File: config.mk
export PLATFORM = sky130hd
export DESIGN_NAME = bus_strobe_seq
export DESIGN_NICKNAME = d
export VERILOG_FILES = /design/src/rtl/bus_strobe_seq.sv
export SDC_FILE = /design/constraint.sdc
export NUM_CORES = 1
export LEC_CHECK = 0
export ABC_AREA = 1
export BUFFER_PORTS_ARGS = -buffer_cell sky130_fd_sc_hd__buf_2
export CORE_AREA = 2 2 39 41
export CTS_CLUSTER_DIAMETER = 30
export DETAILED_ROUTE_END_ITERATION = 7
export DIE_AREA = 0 0 41 43
export SLEW_MARGIN = 20
export SYNTH_ARGS = -nofsm -noshare
export SYNTH_HDL_FRONTEND = slang
export SYNTH_SLANG_ARGS = --single-unit
File: constraint.sdc
create_clock -name clk -period 1.61 [get_ports clk]
set_clock_uncertainty 0.2 [all_clocks]
set_input_delay 0.0805 -clock clk [delete_from_list [all_inputs] [get_ports clk]]
set_output_delay 0.0805 -clock clk [all_outputs]
set_load 0.05 [all_outputs]
File: src/rtl/bus_strobe_seq.sv
module bus_strobe_seq #(
  parameter int NUM_STATES = 6
) (
  input  logic clk,
  input  logic rst,
  input  logic ext_code,
  input  logic xdata_req,
  output logic ale,
  output logic psen_n,
  output logic cycle_start
);
  localparam int SW  = (NUM_STATES > 2) ? $clog2(NUM_STATES) : 1;
  localparam int MID = NUM_STATES / 2;

  logic          ph;
  logic [SW-1:0] st;
  logic          code_q, data_q;
  logic          last;

  assign last = ph && (st == SW'(NUM_STATES - 1));

  always_ff @(posedge clk) begin
    if (rst) begin
      ph     <= 1'b0;
      st     <= '0;
      code_q <= 1'b0;
      data_q <= 1'b0;
    end else begin
      ph <= ~ph;
      if (ph) st <= last ? '0 : st + SW'(1);
      if (last) begin
        code_q <= ext_code;
        data_q <= xdata_req;
      end
    end
  end

  assign ale         = ph && ((st == '0) || ((st == SW'(MID)) && !data_q));
  assign psen_n      = !(code_q && !data_q && ((st == SW'(1)) || (st == SW'(MID + 1))));
  assign cycle_start = !ph && (st == '0);
endmodule


Yosys cells after proc, flatten, opt, wreduce, memory -nomap -nowiden
Index checks and enable logic that the tools add are counted.
{ "word_totals": {"ramBits": 0, "in_bits": 4, "word_cells": 23, "mem_bits_ro": 0, "latch_bits": 0, "register_bits": 6, "out_inout_bits": 3, "memories": 0} }
{ "op_classes": {"n_eq_ne": 4, "muxes": 1, "shifts": 0, "add_sub_neg": 1, "div": 0, "order_cmp": 0, "n_reduce_logical": 12, "bitwise": 1, "multipliers": 0} }
{ "op_table": {"columns": ["cell", "n"], "rows": [
  ["$eq A3 B3 Y1 const B", 2],
  ["$logic_and A1 B1 Y1", 6],
  ["$add A3 B1 Y3 const B", 1],
  ["$eq A3 B1 Y1 const B", 1],
  ["$eq A3 B2 Y1 const B", 1],
  ["$logic_not A1 Y1", 3],
  ["$logic_not A3 Y1", 1],
  ["$mux W3", 1],
  ["$logic_or A1 B1 Y1", 2],
  ["$not A1 Y1", 1]
]} }

Longest topological paths before layout
Gate-level depths: netlist of run 1.
{ "depth": {"word_depth": 4, "ltp_mapped": 6, "mapped_depth_nobuf": 6} }

Worst setup path after synthesis of run 1
No wires, ideal clock.
{ "synth_timing": {"path_kind": "reg-to-output", "start": "register st[0]", "end": "output port ale", "arrival_time_ps": 1808, "n_path_buf": 0, "stages_incl_launch_ff": 5, "required_time_ps": 1329, "setup_slack_ps": -479, "path_cell_list": "dfxtp_1 ha_1 ha_1 nand2_1 a21boi_0"} }
{ "synth_between": {"elab_chain_len": 4, "word_cells_on_any_way": 5, "cone_classes": "eq/ne (1); reduce/logical (4)"} }
{ "synth_rtl": {"columns": ["element", "line", "text"], "rows": [
  ["start: declaration", "16", "logic [SW-1:0] st;"],
  ["start signal: assignment", "30", "if (ph) st <= last ? '0 : st + SW'(1);"],
  ["$eq A3 B2 Y1", "38", "assign ale = ph && ((st == '0) || ((st == SW'(MID)) && !data_q));"],
  ["$logic_and A1 B1 Y1", "38", null],
  ["$logic_or A1 B1 Y1 *", "38", null],
  ["$logic_and A1 B1 Y1 *", "38", null],
  ["end: declaration", "8", "output logic ale,"]
]} }
Mark *: on every way between the ends. The rest lies on a longest branch, timed or not.

Worst setup path after layout of run 1
Same ends and word-level chain as after synthesis.

==> results_tabular.tex, run 1 <==
\begin{tabular}{lr}
\hline
Metric & Value \\
\hline
\multicolumn{2}{l}{\textbf{Outcome}} \\
\quad Status & completed \\
\multicolumn{2}{l}{\textbf{Floorplan}} \\
\quad Standard cell core area & 1384 µm² \\
\quad Total die area & $\sim$1800 µm² \\
\quad Width of the chip & 41 µm \\
\quad Effective utilization at floorplan & 22.97\% \\
\quad Die Height & approximately 43 µm \\
\quad Cell row count & 14 \\
\quad I/O pin count & 7 \\
\multicolumn{2}{l}{\textbf{Timing}} \\
\quad Hold violation count in the final report & 0 \\
\quad Post-route clock period utilization & 98.06\% \\
\quad Setup repair after global routing missed its margin & yes \\
\quad Setup violations, final & 0 \\
\quad Peak clock frequency supported by timing & between 600 and 700 MHz \\
\quad Post-Route Hold Slack & between 0.2 and 0.3 ns \\
\quad Crit path time final & approximately 1.6 ns \\
\quad Worst slew margin & 83.71\% \\
\quad Tightest Pin Transition & about 0.25 ns \\
\quad Total count of max-transition violations in the final report & 0 \\
\multicolumn{2}{l}{\textbf{Power and ir drop}} \\
\quad Power density over the cells & approximately 830 nW/µm² \\
\quad Static Leakage & between 0.2 and 0.25 nW \\
\quad Maximum vdd ir drop & $\sim$0.55 mV \\
\multicolumn{2}{l}{\textbf{Logic synthesis}} \\
\quad Post-synthesis mux area share & 0\% \\
\quad Number of distinct library cell variants in the gate-level netlist after synthesis & 11 \\
\quad Dominant combinational cell family by area after synthesis & simple AND/OR/NAND/NOR gates \\
\quad Fraction of synthesized cell area in xor and xnor cells & 0\% \\
\quad Simple-gate area share of the yosys netlist & 29.92\% \\
\quad Fraction of the mapped netlist area in compound gates & 9.449\% \\
\quad Fraction of synthesis flops using an asynchronous set or reset pin & 0\% \\
\quad Post-synthesis average cell area & 7.223 µm² \\
\quad Area fraction of the dominant cell type after synthesis & a little under two fifths \\
\quad Number of instances in the synthesized netlist & 44 \\
\quad Cell type with the highest aggregate area in the netlist & sky130\_fd\_sc\_hd\_\_dfxtp\_1 \\
\quad Number of warnings reported in the yosys synthesis log & 0 \\
\quad Top-count cell post-synth & sky130\_fd\_sc\_hd\_\_nand2\_1 \\
\quad Number of register bits inferred by synthesis & 6 \\
\quad Mapped Nets & 52 \\
\quad Share of synthesized cell area in full adder, half adder and majority cells & 15.75\% \\
\quad Post-Synthesis Cell Area & roughly 320 µm² \\
\quad Number of enable flip-flop cells after synthesis & 0 \\
\quad Most frequent cells after synthesis & sky130\_fd\_sc\_hd\_\_nand2\_1, sky130\_fd\_sc\_hd\_\_nor2\_1, sky130\_fd\_sc\_hd\_\_dfxtp\_1, sky130\_fd\_sc\_hd\_\_inv\_1, sky130\_fd\_sc\_hd\_\_ha\_1 \\
\quad Dominant cells by area after synthesis & sky130\_fd\_sc\_hd\_\_dfxtp\_1, sky130\_fd\_sc\_hd\_\_ha\_1, sky130\_fd\_sc\_hd\_\_nand2\_1 \\
\quad Ys flop type & sky130\_fd\_sc\_hd\_\_dfxtp\_1 \\
\quad Sequential-to-total area share from yosys stat & between 30\% and 40\% \\
\multicolumn{2}{l}{\textbf{Global routing}} \\
\quad Vias in the first global route & 248 \\
\quad Initial antenna violation count & 0 \\
\quad Maximum number of pins on one net before global-route repair & 7 \\
\quad First-pass GRT wire length & $\sim$890 µm \\
\quad Final global-route overflow total & 0 \\
\quad Global Route Usage Sum & 8.425\% \\
\multicolumn{2}{l}{\textbf{Layout}} \\
\quad N\_diodes & 0 \\
\quad Fraction of layout instances using a drive strength above 1 & 32.14\% \\
\quad Non-filler instance count after layout & 72 \\
\quad Nets & 66 \\
\quad Post-layout util & about a third \\
\quad Layout Area Growth over Synthesis & 44.88\% \\
\multicolumn{2}{l}{\textbf{Worst hold path}} \\
\quad Cell depth of the worst min-delay path & 2 \\
\quad Hold crit path type & reg -> reg \\
\multicolumn{2}{l}{\textbf{Flow run}} \\
\quad Max-capacitance violation count & 0 \\
\multicolumn{2}{l}{\textbf{Setup path}} \\
\quad Library cell appearing most often on the critical path & sky130\_fd\_sc\_hd\_\_ha\_1 \\
\quad Path depth of the worst reg2reg path & 4 \\
\quad Required @ worst endpoint & between 1 and 1.5 ns \\
\quad Critical register-to-register path startpoint & st[0] \\
\quad Worst Setup EP & ale \\
\quad Cell breakdown of the critical path & ha\_1 > ha\_1 > nand2\_1 > a21boi\_2 > buf\_6 \\
\quad Start point of the critical path & st[0] \\
\quad Setup slack of the most critical reg-to-reg path & roughly 0.12 ns \\
\quad Nature of the critical path startpoint & flop \\
\quad CP arrival & approximately 1.3 ns \\
\quad Worst setup path class & reg -> out \\
\quad Nature of the critical path endpoint & primary output \\
\quad Master of the slowest instance on the critical path & sky130\_fd\_sc\_hd\_\_dfxtp\_2 \\
\quad Biggest cell delay along the critical path & between 0.3 and 0.4 ns \\
\quad Critical path fanouts, max & 4 \\
\quad Worst reg2reg path endpoint & st[2] \\
\multicolumn{2}{l}{\textbf{Detailed routing}} \\
\quad Drc violations & 0 \\
\quad Total via count in the routed design & $\sim$290 \\
\quad First-iteration detailed-routing DRC count & 9 \\
\quad Drt wl/cell & between 8 and 9 µm \\
\quad Post-route antenna net violation count & 0 \\
\quad Iteration count of the initial detailed-routing pass & 2 \\
\quad Mean number of vias per cell & 4.014 \\
\quad Wirelength, routed & 617 µm \\
\multicolumn{2}{l}{\textbf{Clock tree}} \\
\quad Number of CTS-inserted buffers & 3 \\
\quad Clock Pin Slew Worst Setup and Hold Paths & approximately 0.050 ns \\
\quad Count of H-tree levels built during CTS & 1 \\
\quad CTS max path bufs & 2 \\
\quad Setup fix buffers added after clock tree synthesis & 0 \\
\quad Source-to-sink clock delay at the later pin of the worst-skew pair & between 0.2 and 0.3 ns \\
\quad TritonCTS clock tree & built \\
\quad CTS sink count & 6 \\
\quad Root buf cell & sky130\_fd\_sc\_hd\_\_clkbuf\_4 \\
\multicolumn{2}{l}{\textbf{Place}} \\
\quad IO Port Bufs & 6 \\
\quad Number of placed instances with taps included & 66 \\
\quad Gp weighted congestion & about 0.71 \\
\quad Post-DP HPWL & about 450 µm \\
\hline
\end{tabular}
==> worst min path at each step <==
stage / start / end / slack, ns
finish: st[1] / st[1] / 0.28
global route: st[1] / st[1] / 0.31
CTS: st[1] / st[1] / 0.29
detailed placement: rst / ph / 0.09
global placement: rst / ph / 0.1
floorplan: rst / ph / -0.03
==> through the flow <==
stage | total power, W | setup slack [ns] | cell area (µm²) | TNS [ns]
floorplan | 0.0002141 | 0.002927 | 336.6 | 0
CTS | 0.0003842 | 0.03384 | 444.2 | 0
global placement | 0.0002303 | 0.1642 | 386.6 | 0
global route | 0.0004045 | -0.04992 | 460.4 | -0.04992
detailed placement | 0.0002311 | 0.1529 | 386.6 | 0
finish | 0.0003826 | 0.03123 | 460.4 | 0
==> worst max-delay path, delay by kind of cell, from the launching register on <==
| family | cells | cell delay (ns) |
|---|---|---|
| and+or+nand+nor | 1 | 0.06 |
| AOI/OAI and AO/OA | 1 | 0.15 |
| adders and majority gates | 2 | 0.29 |
| buffers and inverters | 1 | 0.17 |
| DFF | 1 | 0.38 |
==> cell families (layout without fill, tap and decap cells) <==
| kind of cell | after synthesis | in the layout |
|---|---|---|
| and+or+nand+nor | 23 | 23 |
| DFF | 6 | 6 |
| buffers and inverters | 6 | 18 |
| AOI/OAI and AO/OA | 5 | 5 |
| adders and majority gates | 4 | 4 |
==> sequential cells by signal (all words and copies together) (netlist names) <==
name,flops
code_q,1
data_q,1
ph,1
st,3
==> timing repair <==
action | in CTS | in global routing
hold endpoints to repair | 6 | 0
resized for setup | 2 | 3
endpoints found under the setup margin | 2 | 2
hold buffers | 3 | 0
gates cloned | 0 | 0
==> routing by layer <==
metal,part of all wire (%),global-route usage (%),up-vias,wire length [µm]
met2,44,11.25,8,273
li1,-,-,160,-
met3,7.0,7.853,2,43
met5,0,0,-,0
met1,47,7.692,119,291
met4,1.3,6.000,0,8
==> report_power, final <==
part	total, W	switching (W)	leakage [nW]	internal [W]
clock network	0.000143	0.0000585	0.0138	0.0000846
logic	0.0000755	0.0000450	0.140	0.0000305
registers	0.000164	0.00000840	0.0497	0.000156
==> cell type report <==
type,count,area [µm²]
clock buffers,3,22.52
fillers,151,923.4
inverters,6,22.52
multi-input cells,32,203.9
flip-flops and latches,6,122.6
well taps,16,20.02
repair buffers,9,68.82
==> cell usage in the layout, fill, tap and decap left out <==
| cell | netlist | layout |
|---|---|---|
| sky130_fd_sc_hd__buf_4 | 0 | 1 |
| sky130_fd_sc_hd__nand2_1 | 13 | 13 |
| sky130_fd_sc_hd__inv_1 | 6 | 4 |
| sky130_fd_sc_hd__nand3_2 | 1 | 1 |
| sky130_fd_sc_hd__or2_2 | 1 | 1 |
| sky130_fd_sc_hd__dfxtp_2 | 0 | 2 |
| sky130_fd_sc_hd__inv_2 | 0 | 2 |
| sky130_fd_sc_hd__o211ai_1 | 1 | 1 |
| sky130_fd_sc_hd__ha_1 | 4 | 2 |
| sky130_fd_sc_hd__buf_2 | 0 | 4 |
| sky130_fd_sc_hd__dlygate4sd3_1 | 0 | 3 |
| sky130_fd_sc_hd__nor2_1 | 8 | 8 |
| sky130_fd_sc_hd__buf_6 | 0 | 1 |
| sky130_fd_sc_hd__clkbuf_4 | 0 | 3 |
| sky130_fd_sc_hd__o21ai_0 | 2 | 2 |
| sky130_fd_sc_hd__ha_4 | 0 | 2 |
| sky130_fd_sc_hd__dfxtp_1 | 6 | 4 |
| sky130_fd_sc_hd__a21boi_2 | 0 | 1 |
| sky130_fd_sc_hd__a21oi_1 | 1 | 1 |
(Power assumes the default switching activity.)
==> run 2: changes to the inputs <==
==> constraint.sdc (replaced) <==
create_clock -name clk -period 1.5 [get_ports clk]
set_clock_uncertainty 0.2 [all_clocks]
set_input_delay 0.075 -clock clk [delete_from_list [all_inputs] [get_ports clk]]
set_output_delay 0.075 -clock clk [all_outputs]
set_load 0.005 [all_outputs]
==> run 2 against run 1 <==
Compared with the run above: largest cell class unchanged; largest power group unchanged; non-clock buffer count up 2; die area unchanged; via count is 4.2% higher; core utilization increased by 3.2 points; sequential share of layout area down 1.3 points.
==> results_tabular.tex, run 2 (same netlist as run 1, synthesis figures left out) <==
\begin{tabular}{lr}
\hline
Metric & Value \\
\hline
\multicolumn{2}{l}{\textbf{Global routing}} \\
\quad Final global-route overflow total & 0 \\
\quad Initial antenna violation count & 0 \\
\quad First-pass GRT wire length & about 1000 µm \\
\quad Vias in the first global route & approximately 290 \\
\quad Global Route Usage Sum & 8.835\% \\
\quad Maximum number of pins on one net before global-route repair & 7 \\
\multicolumn{2}{l}{\textbf{Layout}} \\
\quad Largest register by flop count & st \\
\quad Commonest non-fill, non-tap cell in the layout & sky130\_fd\_sc\_hd\_\_nand2\_1 \\
\quad Flip-flop count of the largest register after layout & 3 \\
\quad Most used cells in the layout excluding fill and tap cells & sky130\_fd\_sc\_hd\_\_nand2\_1, sky130\_fd\_sc\_hd\_\_nor2\_1, sky130\_fd\_sc\_hd\_\_buf\_2 \\
\quad Layout Area Growth over Synthesis & 58.66\% \\
\quad Post-route cell area & a little over 500 µm² \\
\quad Nets & 68 \\
\quad Fraction of layout instances using a drive strength above 1 & around 41\% \\
\quad N\_diodes & 0 \\
\multicolumn{2}{l}{\textbf{Detailed routing}} \\
\quad Drc violations & 0 \\
\quad Post-route antenna net violation count & 0 \\
\quad Wirelength, routed & a little over 700 µm \\
\quad Iteration count of the initial detailed-routing pass & 2 \\
\quad Total via count in the routed design & between 300 and 400 \\
\quad Mean number of vias per cell & approximately 4.1 \\
\quad First-iteration detailed-routing DRC count & 3 \\
\quad Drt wl/cell & slightly below 10 µm \\
\multicolumn{2}{l}{\textbf{Timing}} \\
\quad Worst slew margin & between 80 and 90\% \\
\quad Post-Route Hold Slack & around 0.32 ns \\
\quad Setup repair after global routing missed its margin & yes \\
\quad Crit path time final & roughly 1.4 ns \\
\quad Post-route clock period utilization & between 90\% and 100\% \\
\quad Hold violation count in the final report & 0 \\
\quad Total count of max-transition violations in the final report & 0 \\
\quad Setup violations, final & 0 \\
\quad Post-route setup slack & a little under 0.06 ns \\
\quad Tightest Pin Transition & around 0.23 ns \\
\quad Peak clock frequency supported by timing & $\sim$690 MHz \\
\multicolumn{2}{l}{\textbf{Clock tree}} \\
\quad Clock Pin Slew Worst Setup and Hold Paths & about 0.05 ns \\
\quad Number of CTS-inserted buffers & 3 \\
\quad Count of H-tree levels built during CTS & 1 \\
\quad CTS max path bufs & 2 \\
\quad TritonCTS clock tree & built \\
\quad Source-to-sink clock delay at the later pin of the worst-skew pair & around 0.24 ns \\
\quad Root buf cell & sky130\_fd\_sc\_hd\_\_clkbuf\_4 \\
\quad CTS sink count & 6 \\
\multicolumn{2}{l}{\textbf{Setup path}} \\
\quad Critical path fanouts, max & 4 \\
\quad Worst setup path class & reg -> out \\
\quad CP arrival & $\sim$1.2 ns \\
\quad Nature of the critical path startpoint & flop \\
\quad Setup slack of the most critical reg-to-reg path & between 0.05 and 0.06 ns \\
\quad Nature of the critical path endpoint & primary output \\
\quad Required @ worst endpoint & about 1.2 ns \\
\multicolumn{2}{l}{\textbf{Place}} \\
\quad Post-Place Cell Area & $\sim$380 µm² \\
\quad Post-DP HPWL & between 400 and 500 µm \\
\quad IO Port Bufs & 6 \\
\quad Gp weighted congestion & roughly 0.71 \\
\quad Pre-CTS setup slack & 0.001878 ns \\
\multicolumn{2}{l}{\textbf{Power and ir drop}} \\
\quad Static Leakage & roughly 0.21 nW \\
\quad Maximum vdd ir drop & between 0.3 and 0.4 mV \\
\quad Power density over the cells & just under 800 nW/µm² \\
\multicolumn{2}{l}{\textbf{Floorplan}} \\
\quad Effective utilization at floorplan & 22.97\% \\
\quad Total die area & 1763 µm² \\
\quad Standard cell core area & 1384 µm² \\
\quad I/O pin count & 7 \\
\quad Cell row count & 14 \\
\quad Die Height & between 40 and 50 µm \\
\quad Width of the chip & 41 µm \\
\multicolumn{2}{l}{\textbf{Worst hold path}} \\
\quad Hold crit path type & reg -> reg \\
\multicolumn{2}{l}{\textbf{Outcome}} \\
\quad Status & completed \\
\multicolumn{2}{l}{\textbf{Flow run}} \\
\quad Max-capacitance violation count & 0 \\
\hline
\end{tabular}
==> run 2: cell types whose count changed in the layout (fill, tap and decap cells not counted), moves of 2 or more <==
cell,before,now
sky130_fd_sc_hd__buf_2,4,6
sky130_fd_sc_hd__dfxtp_2,2,0
sky130_fd_sc_hd__dfxtp_4,0,2
sky130_fd_sc_hd__ha_1,2,0
sky130_fd_sc_hd__ha_4,2,4
==> run 2: final cells by class <==
type / instances / area [µm²]
Tap cell: 16 / 20.02
Timing Repair Buffer: 11 / 75.07
Multi-Input combinational cell: 32 / 234.0
Sequential cell: 6 / 127.6
Clock buffer: 3 / 22.52
Fill cell: 143 / 879.6
Inverter: 6 / 25.02
==> run 2: per-layer routing <==
metal	routed length [µm]	global-route usage, %	vias to the layer above
met5	0	0	-
met4	23	6.000	0
met3	28	3.141	2
met2	344	12.50	6
met1	323	10.61	128
li1	-	-	165
==> run 2: through the flow <==
stage	setup TNS (ns)	util (%)	cells	power [W]
after floorplan	0	-	44	0.0002004
after global placement	0	27.12	67	0.0002173
after detailed placement	0	27.12	67	0.0002179
after CTS	0	31.10	73	0.0003790
after global routing	-0.01732	36.44	74	0.0004130
final	0	36.44	74	0.0003942
==> run 2: worst paths after layout <==
check                           startpoint  endpoint  depth (start not counted)
worst max-delay path                 st[0]       ale                          5
worst min-delay path                code_q    code_q                          4
worst max register to register       st[0]     st[2]                          4
worst min register to register      code_q    code_q                          4
==> run 2: timing repair <==
item / 4_1_cts / 5_1_grt
pin swaps: 0 / 2
hold endpoints to repair: 6 / 0
endpoints found under the setup margin: 3 / 3
hold buffers: 3 / 0
gates resized for setup: 2 / 17
buffers inserted: 0 / 1
==> run 2: worst max-delay path, stage by stage (launching register included) <==
cell and delay (ns):
sky130_fd_sc_hd__dfxtp_4 0.38, sky130_fd_sc_hd__ha_4 0.15, sky130_fd_sc_hd__ha_4 0.12, sky130_fd_sc_hd__nand2_2 0.05, sky130_fd_sc_hd__a21boi_2 0.10, sky130_fd_sc_hd__buf_2 0.12
==> run 2: power by group <==
part           switching, W  internal (W)
combinational     0.0000289     0.0000347
sequential        0.0000117      0.000166
clock             0.0000626     0.0000908
total              0.000103      0.000291
==> run 3: changes to the inputs <==
--- a/config.mk
+++ b/config.mk
@@ -5,7 +5,7 @@
 export SDC_FILE = /design/constraint.sdc
 export NUM_CORES = 1
 export LEC_CHECK = 0
-export ABC_AREA = 1
+export ABC_AREA = 0
 export BUFFER_PORTS_ARGS = -buffer_cell sky130_fd_sc_hd__buf_2
 export CORE_AREA = 2 2 39 41
 export CTS_CLUSTER_DIAMETER = 30
==> run 3 against run 2 <==
Compared with the run above: the run now ends with negative setup slack left; combinational power increased by 46%; sequential share of layout area decreased by 1.3 points; critical path depth unchanged; via count decreased by 4.7%; die area unchanged; register-to-register slack about the same; final cell count decreased by 6.8%; flip-flop and latch count unchanged; total power increased by 6.2%; first-iteration DRC count increased to 2.7 times the previous value; sequential power about the same.
==> results_tabular.tex, run 3 <==
\begin{tabular}{lr}
\hline
Metric & Value \\
\hline
\multicolumn{2}{l}{\textbf{Logic synthesis}} \\
\quad Number of enable flip-flop cells after synthesis & 0 \\
\quad Number of instances in the synthesized netlist & 36 \\
\quad Post-Synthesis Cell Area & around 330 µm² \\
\quad Ys flop type & sky130\_fd\_sc\_hd\_\_dfxtp\_1 \\
\quad Dominant cells by area after synthesis & sky130\_fd\_sc\_hd\_\_dfxtp\_1, sky130\_fd\_sc\_hd\_\_ha\_1, sky130\_fd\_sc\_hd\_\_nand2b\_1 \\
\quad Number of warnings reported in the yosys synthesis log & 0 \\
\quad Top-count cell post-synth & sky130\_fd\_sc\_hd\_\_dfxtp\_1 \\
\quad Fraction of synthesis flops using an asynchronous set or reset pin & 0\% \\
\quad Number of register bits inferred by synthesis & 6 \\
\quad Most frequent cells after synthesis & sky130\_fd\_sc\_hd\_\_dfxtp\_1, sky130\_fd\_sc\_hd\_\_nor2\_1, sky130\_fd\_sc\_hd\_\_ha\_1, sky130\_fd\_sc\_hd\_\_nand2b\_1, sky130\_fd\_sc\_hd\_\_inv\_1 \\
\quad Area fraction of the dominant cell type after synthesis & about 36\% \\
\quad Number of distinct library cell variants in the gate-level netlist after synthesis & 15 \\
\quad Post-synthesis average cell area & between 9 and 10 µm² \\
\quad Mapped Nets & 44 \\
\quad Cell type with the highest aggregate area in the netlist & sky130\_fd\_sc\_hd\_\_dfxtp\_1 \\
\quad Sequential-to-total area share from yosys stat & a little over a third \\
\multicolumn{2}{l}{\textbf{Floorplan}} \\
\quad Cell row count & 14 \\
\quad Effective utilization at floorplan & 24.05\% \\
\quad I/O pin count & 7 \\
\quad Die Height & around 43 µm \\
\quad Total die area & about 1800 µm² \\
\quad Standard cell core area & between 1000 and 1500 µm² \\
\quad Width of the chip & about 41 µm \\
\multicolumn{2}{l}{\textbf{Layout}} \\
\quad Filler instances & 143 \\
\quad N\_diodes & 0 \\
\quad Non-filler instance count after layout & 69 \\
\quad Fraction of layout instances using a drive strength above 1 & 49.06\% \\
\quad Layout Area Growth over Synthesis & 56.77\% \\
\quad Nets & 63 \\
\quad Most used cells in the layout excluding fill and tap cells & sky130\_fd\_sc\_hd\_\_buf\_2, sky130\_fd\_sc\_hd\_\_nor2\_1, sky130\_fd\_sc\_hd\_\_buf\_4 \\
\quad Largest register by flop count & st \\
\quad Commonest non-fill, non-tap cell in the layout & sky130\_fd\_sc\_hd\_\_buf\_2 \\
\quad Flip-flop count of the largest register after layout & 3 \\
\multicolumn{2}{l}{\textbf{Power and ir drop}} \\
\quad Net switching share of the total power & 25.37\% \\
\quad Static Leakage & around 0.22 nW \\
\quad Proportion of power drawn by the clock network & between 30\% and 40\% \\
\quad Switching power of the nets & 0.0001062 W \\
\quad Share of power burned in registers & 42.1\% \\
\quad Sum of internal, switching and leakage power & between 0.0004 and 0.0005 W \\
\quad Power density over the cells & roughly 800 nW/µm² \\
\quad Internal power contribution & roughly 0.00031 W \\
\quad Maximum vdd ir drop & 0.2712 mV \\
\quad Combinational Power Share & 22.2\% \\
\multicolumn{2}{l}{\textbf{Place}} \\
\quad Post-DP HPWL & $\sim$440 µm \\
\quad Pre-CTS setup slack & roughly 0.087 ns \\
\quad IO Port Bufs & 6 \\
\quad Number of placed instances with taps included & a little under 60 \\
\quad Gp weighted congestion & 0.6276 \\
\multicolumn{2}{l}{\textbf{Outcome}} \\
\quad Violated checks & negative setup slack \\
\quad Status & finished, violations left \\
\multicolumn{2}{l}{\textbf{Clock tree}} \\
\quad CTS max path bufs & 2 \\
\quad Count of H-tree levels built during CTS & 1 \\
\quad TritonCTS clock tree & built \\
\quad CTS sink count & 6 \\
\quad Number of CTS-inserted buffers & 3 \\
\quad Clock Pin Slew Worst Setup and Hold Paths & 0.05 ns \\
\quad Source-to-sink clock delay at the later pin of the worst-skew pair & $\sim$0.24 ns \\
\quad Root buf cell & sky130\_fd\_sc\_hd\_\_clkbuf\_4 \\
\multicolumn{2}{l}{\textbf{Detailed routing}} \\
\quad Total via count in the routed design & about 290 \\
\quad Wirelength, routed & between 600 and 700 µm \\
\quad Drc violations & 0 \\
\quad Iteration count of the initial detailed-routing pass & 3 \\
\quad Drt wl/cell & $\sim$10 µm \\
\quad Post-route antenna net violation count & 0 \\
\quad Mean number of vias per cell & just over 4 \\
\quad First-iteration detailed-routing DRC count & 8 \\
\multicolumn{2}{l}{\textbf{Timing}} \\
\quad Worst slew margin & about 88\% \\
\quad Hold violation count in the final report & 0 \\
\quad Setup repair after global routing missed its margin & yes \\
\quad Post-route clock period utilization & 101.5\% \\
\quad Setup violations, final & 2 \\
\quad Tightest Pin Transition & 0.1869 ns \\
\quad Post-route setup slack & -0.02208 ns \\
\quad Total count of max-transition violations in the final report & 0 \\
\quad Crit path time final & around 1.5 ns \\
\quad Peak clock frequency supported by timing & between 600 and 700 MHz \\
\multicolumn{2}{l}{\textbf{Global routing}} \\
\quad Initial antenna violation count & 0 \\
\quad First-pass GRT wire length & approximately 1200 µm \\
\quad Vias in the first global route & about 290 \\
\quad Global Route Usage Sum & approximately 11\% \\
\quad Final global-route overflow total & 0 \\
\quad Maximum number of pins on one net before global-route repair & 7 \\
\multicolumn{2}{l}{\textbf{Setup path}} \\
\quad Critical register-to-register path startpoint & st[0] \\
\quad Worst reg2reg path endpoint & st[2] \\
\quad Nature of the critical path startpoint & flop \\
\quad Path depth of the worst reg2reg path & 5 \\
\quad Setup slack of the most critical reg-to-reg path & about 0.070 ns \\
\quad Nature of the critical path endpoint & primary output \\
\quad Required @ worst endpoint & around 1.2 ns \\
\quad CP arrival & between 1 and 1.5 ns \\
\quad Worst setup path class & reg -> out \\
\quad Critical path fanouts, max & 2 \\
\multicolumn{2}{l}{\textbf{Worst hold path}} \\
\quad Hold crit path type & reg -> reg \\
\quad Cell depth of the worst min-delay path & 2 \\
\quad Start point of the worst hold path & code\_q \\
\quad Hold Crit Endpoint & code\_q \\
\multicolumn{2}{l}{\textbf{Flow run}} \\
\quad Max-capacitance violation count & 0 \\
\hline
\end{tabular}
==> run 3: cell count changes in the layout (fill, tap and decap cells not counted), moves of 2 or more <==
| cell | change |
|---|---|
| sky130_fd_sc_hd__mux2i_1 | +2 |
| sky130_fd_sc_hd__nand3_1 | +2 |
| sky130_fd_sc_hd__inv_1 | -3 |
| sky130_fd_sc_hd__buf_4 | +3 |
| sky130_fd_sc_hd__nor2_1 | -2 |
| sky130_fd_sc_hd__nand2_1 | -10 |
| sky130_fd_sc_hd__nand2b_1 | +4 |
| sky130_fd_sc_hd__o21ai_0 | -2 |
==> run 3: layout make-up <==
type	instances	area, µm²	share of cell area (%)
clock buffer	3	22.52	4.317
timing repair buffer	15	108.9	20.86
sequential	6	125.1	23.98
multi-input combinational	26	234.0	44.84
inverter	3	11.26	2.158
tap	16	20.02	3.837
==> run 3: power groups by stage <==
stage	logic [W]	clock network [W]	registers, W
2_1_floorplan	0.0000414	0	0.000177
3_3_place_gp	0.0000603	0	0.000178
3_5_place_dp	0.0000609	0	0.000178
4_1_cts	0.0000931	0.000154	0.000176
5_1_grt	0.000105	0.000163	0.000177
6_report	0.0000928	0.000149	0.000176
==> run 3: worst max-delay path, stage by stage, from the launching register on <==
cell	delay, ns
sky130_fd_sc_hd__dfxtp_2	0.33
sky130_fd_sc_hd__inv_2	0.05
sky130_fd_sc_hd__ha_2	0.18
sky130_fd_sc_hd__mux2_4	0.26
sky130_fd_sc_hd__nand3b_1	0.07
sky130_fd_sc_hd__buf_2	0.11
==> run 3: layer usage <==
layer / wire [µm] / GRT usage [%] / share of wire, %
met5: 0 / 0 / 0
met4: 10 / 10.00 / 1.4
met3: 20 / 4.712 / 2.9
met2: 364 / 16.25 / 53
met1: 295 / 10.97 / 43
==> run 3: through the flow <==
stage / instance area [µm²] / TNS, ns / hold slack, ns / util [%]
2_1_floorplan: 332.8 / 0 / -0.06035 / -
3_3_place_gp: 386.6 / 0 / 0.1074 / 27.94
3_5_place_dp: 386.6 / 0 / 0.1128 / 27.94
4_1_cts: 519.2 / -0.04894 / 0.3013 / 37.52
5_1_grt: 521.8 / -0.1461 / 0.3448 / 37.70
6_report: 521.8 / -0.03858 / 0.2899 / 37.70
==> run 3: repair_timing <==
item | CTS | global route
resized for setup | 13 | 1
endpoints found under the setup margin | 2 | 2
endpoints found under the hold margin | 6 | 0
hold buffers | 3 | 0
gates cloned | 0 | 0
buffers inserted | 4 | 0
pin swaps | 4 | 0
==> run 3: how the worst max path moves through the flow <==
| stage | from | to | slack (ns) | cells past startpoint |
|---|---|---|---|---|
| 2_1_floorplan | st[0] | st[2] | 0.14 | 4 |
| 3_3_place_gp | st[0] | st[2] | 0.10 | 4 |
| 3_5_place_dp | st[0] | psen_n | 0.09 | 5 |
| 4_1_cts | st[1] | psen_n | -0.03 | 5 |
| 5_1_grt | st[1] | psen_n | -0.07 | 5 |
| 6_report | st[1] | psen_n | -0.02 | 5 |
==> run 3: kinds of logic after synthesis <==
logic type | count (synthesis) | synth area share, %
compound gates | 4 | 9.023
fa+ha+maj | 4 | 15.04
buf+inv | 4 | 6.766
flops | 6 | 36.09
mux | 3 | 9.398
simple gates | 15 | 23.69
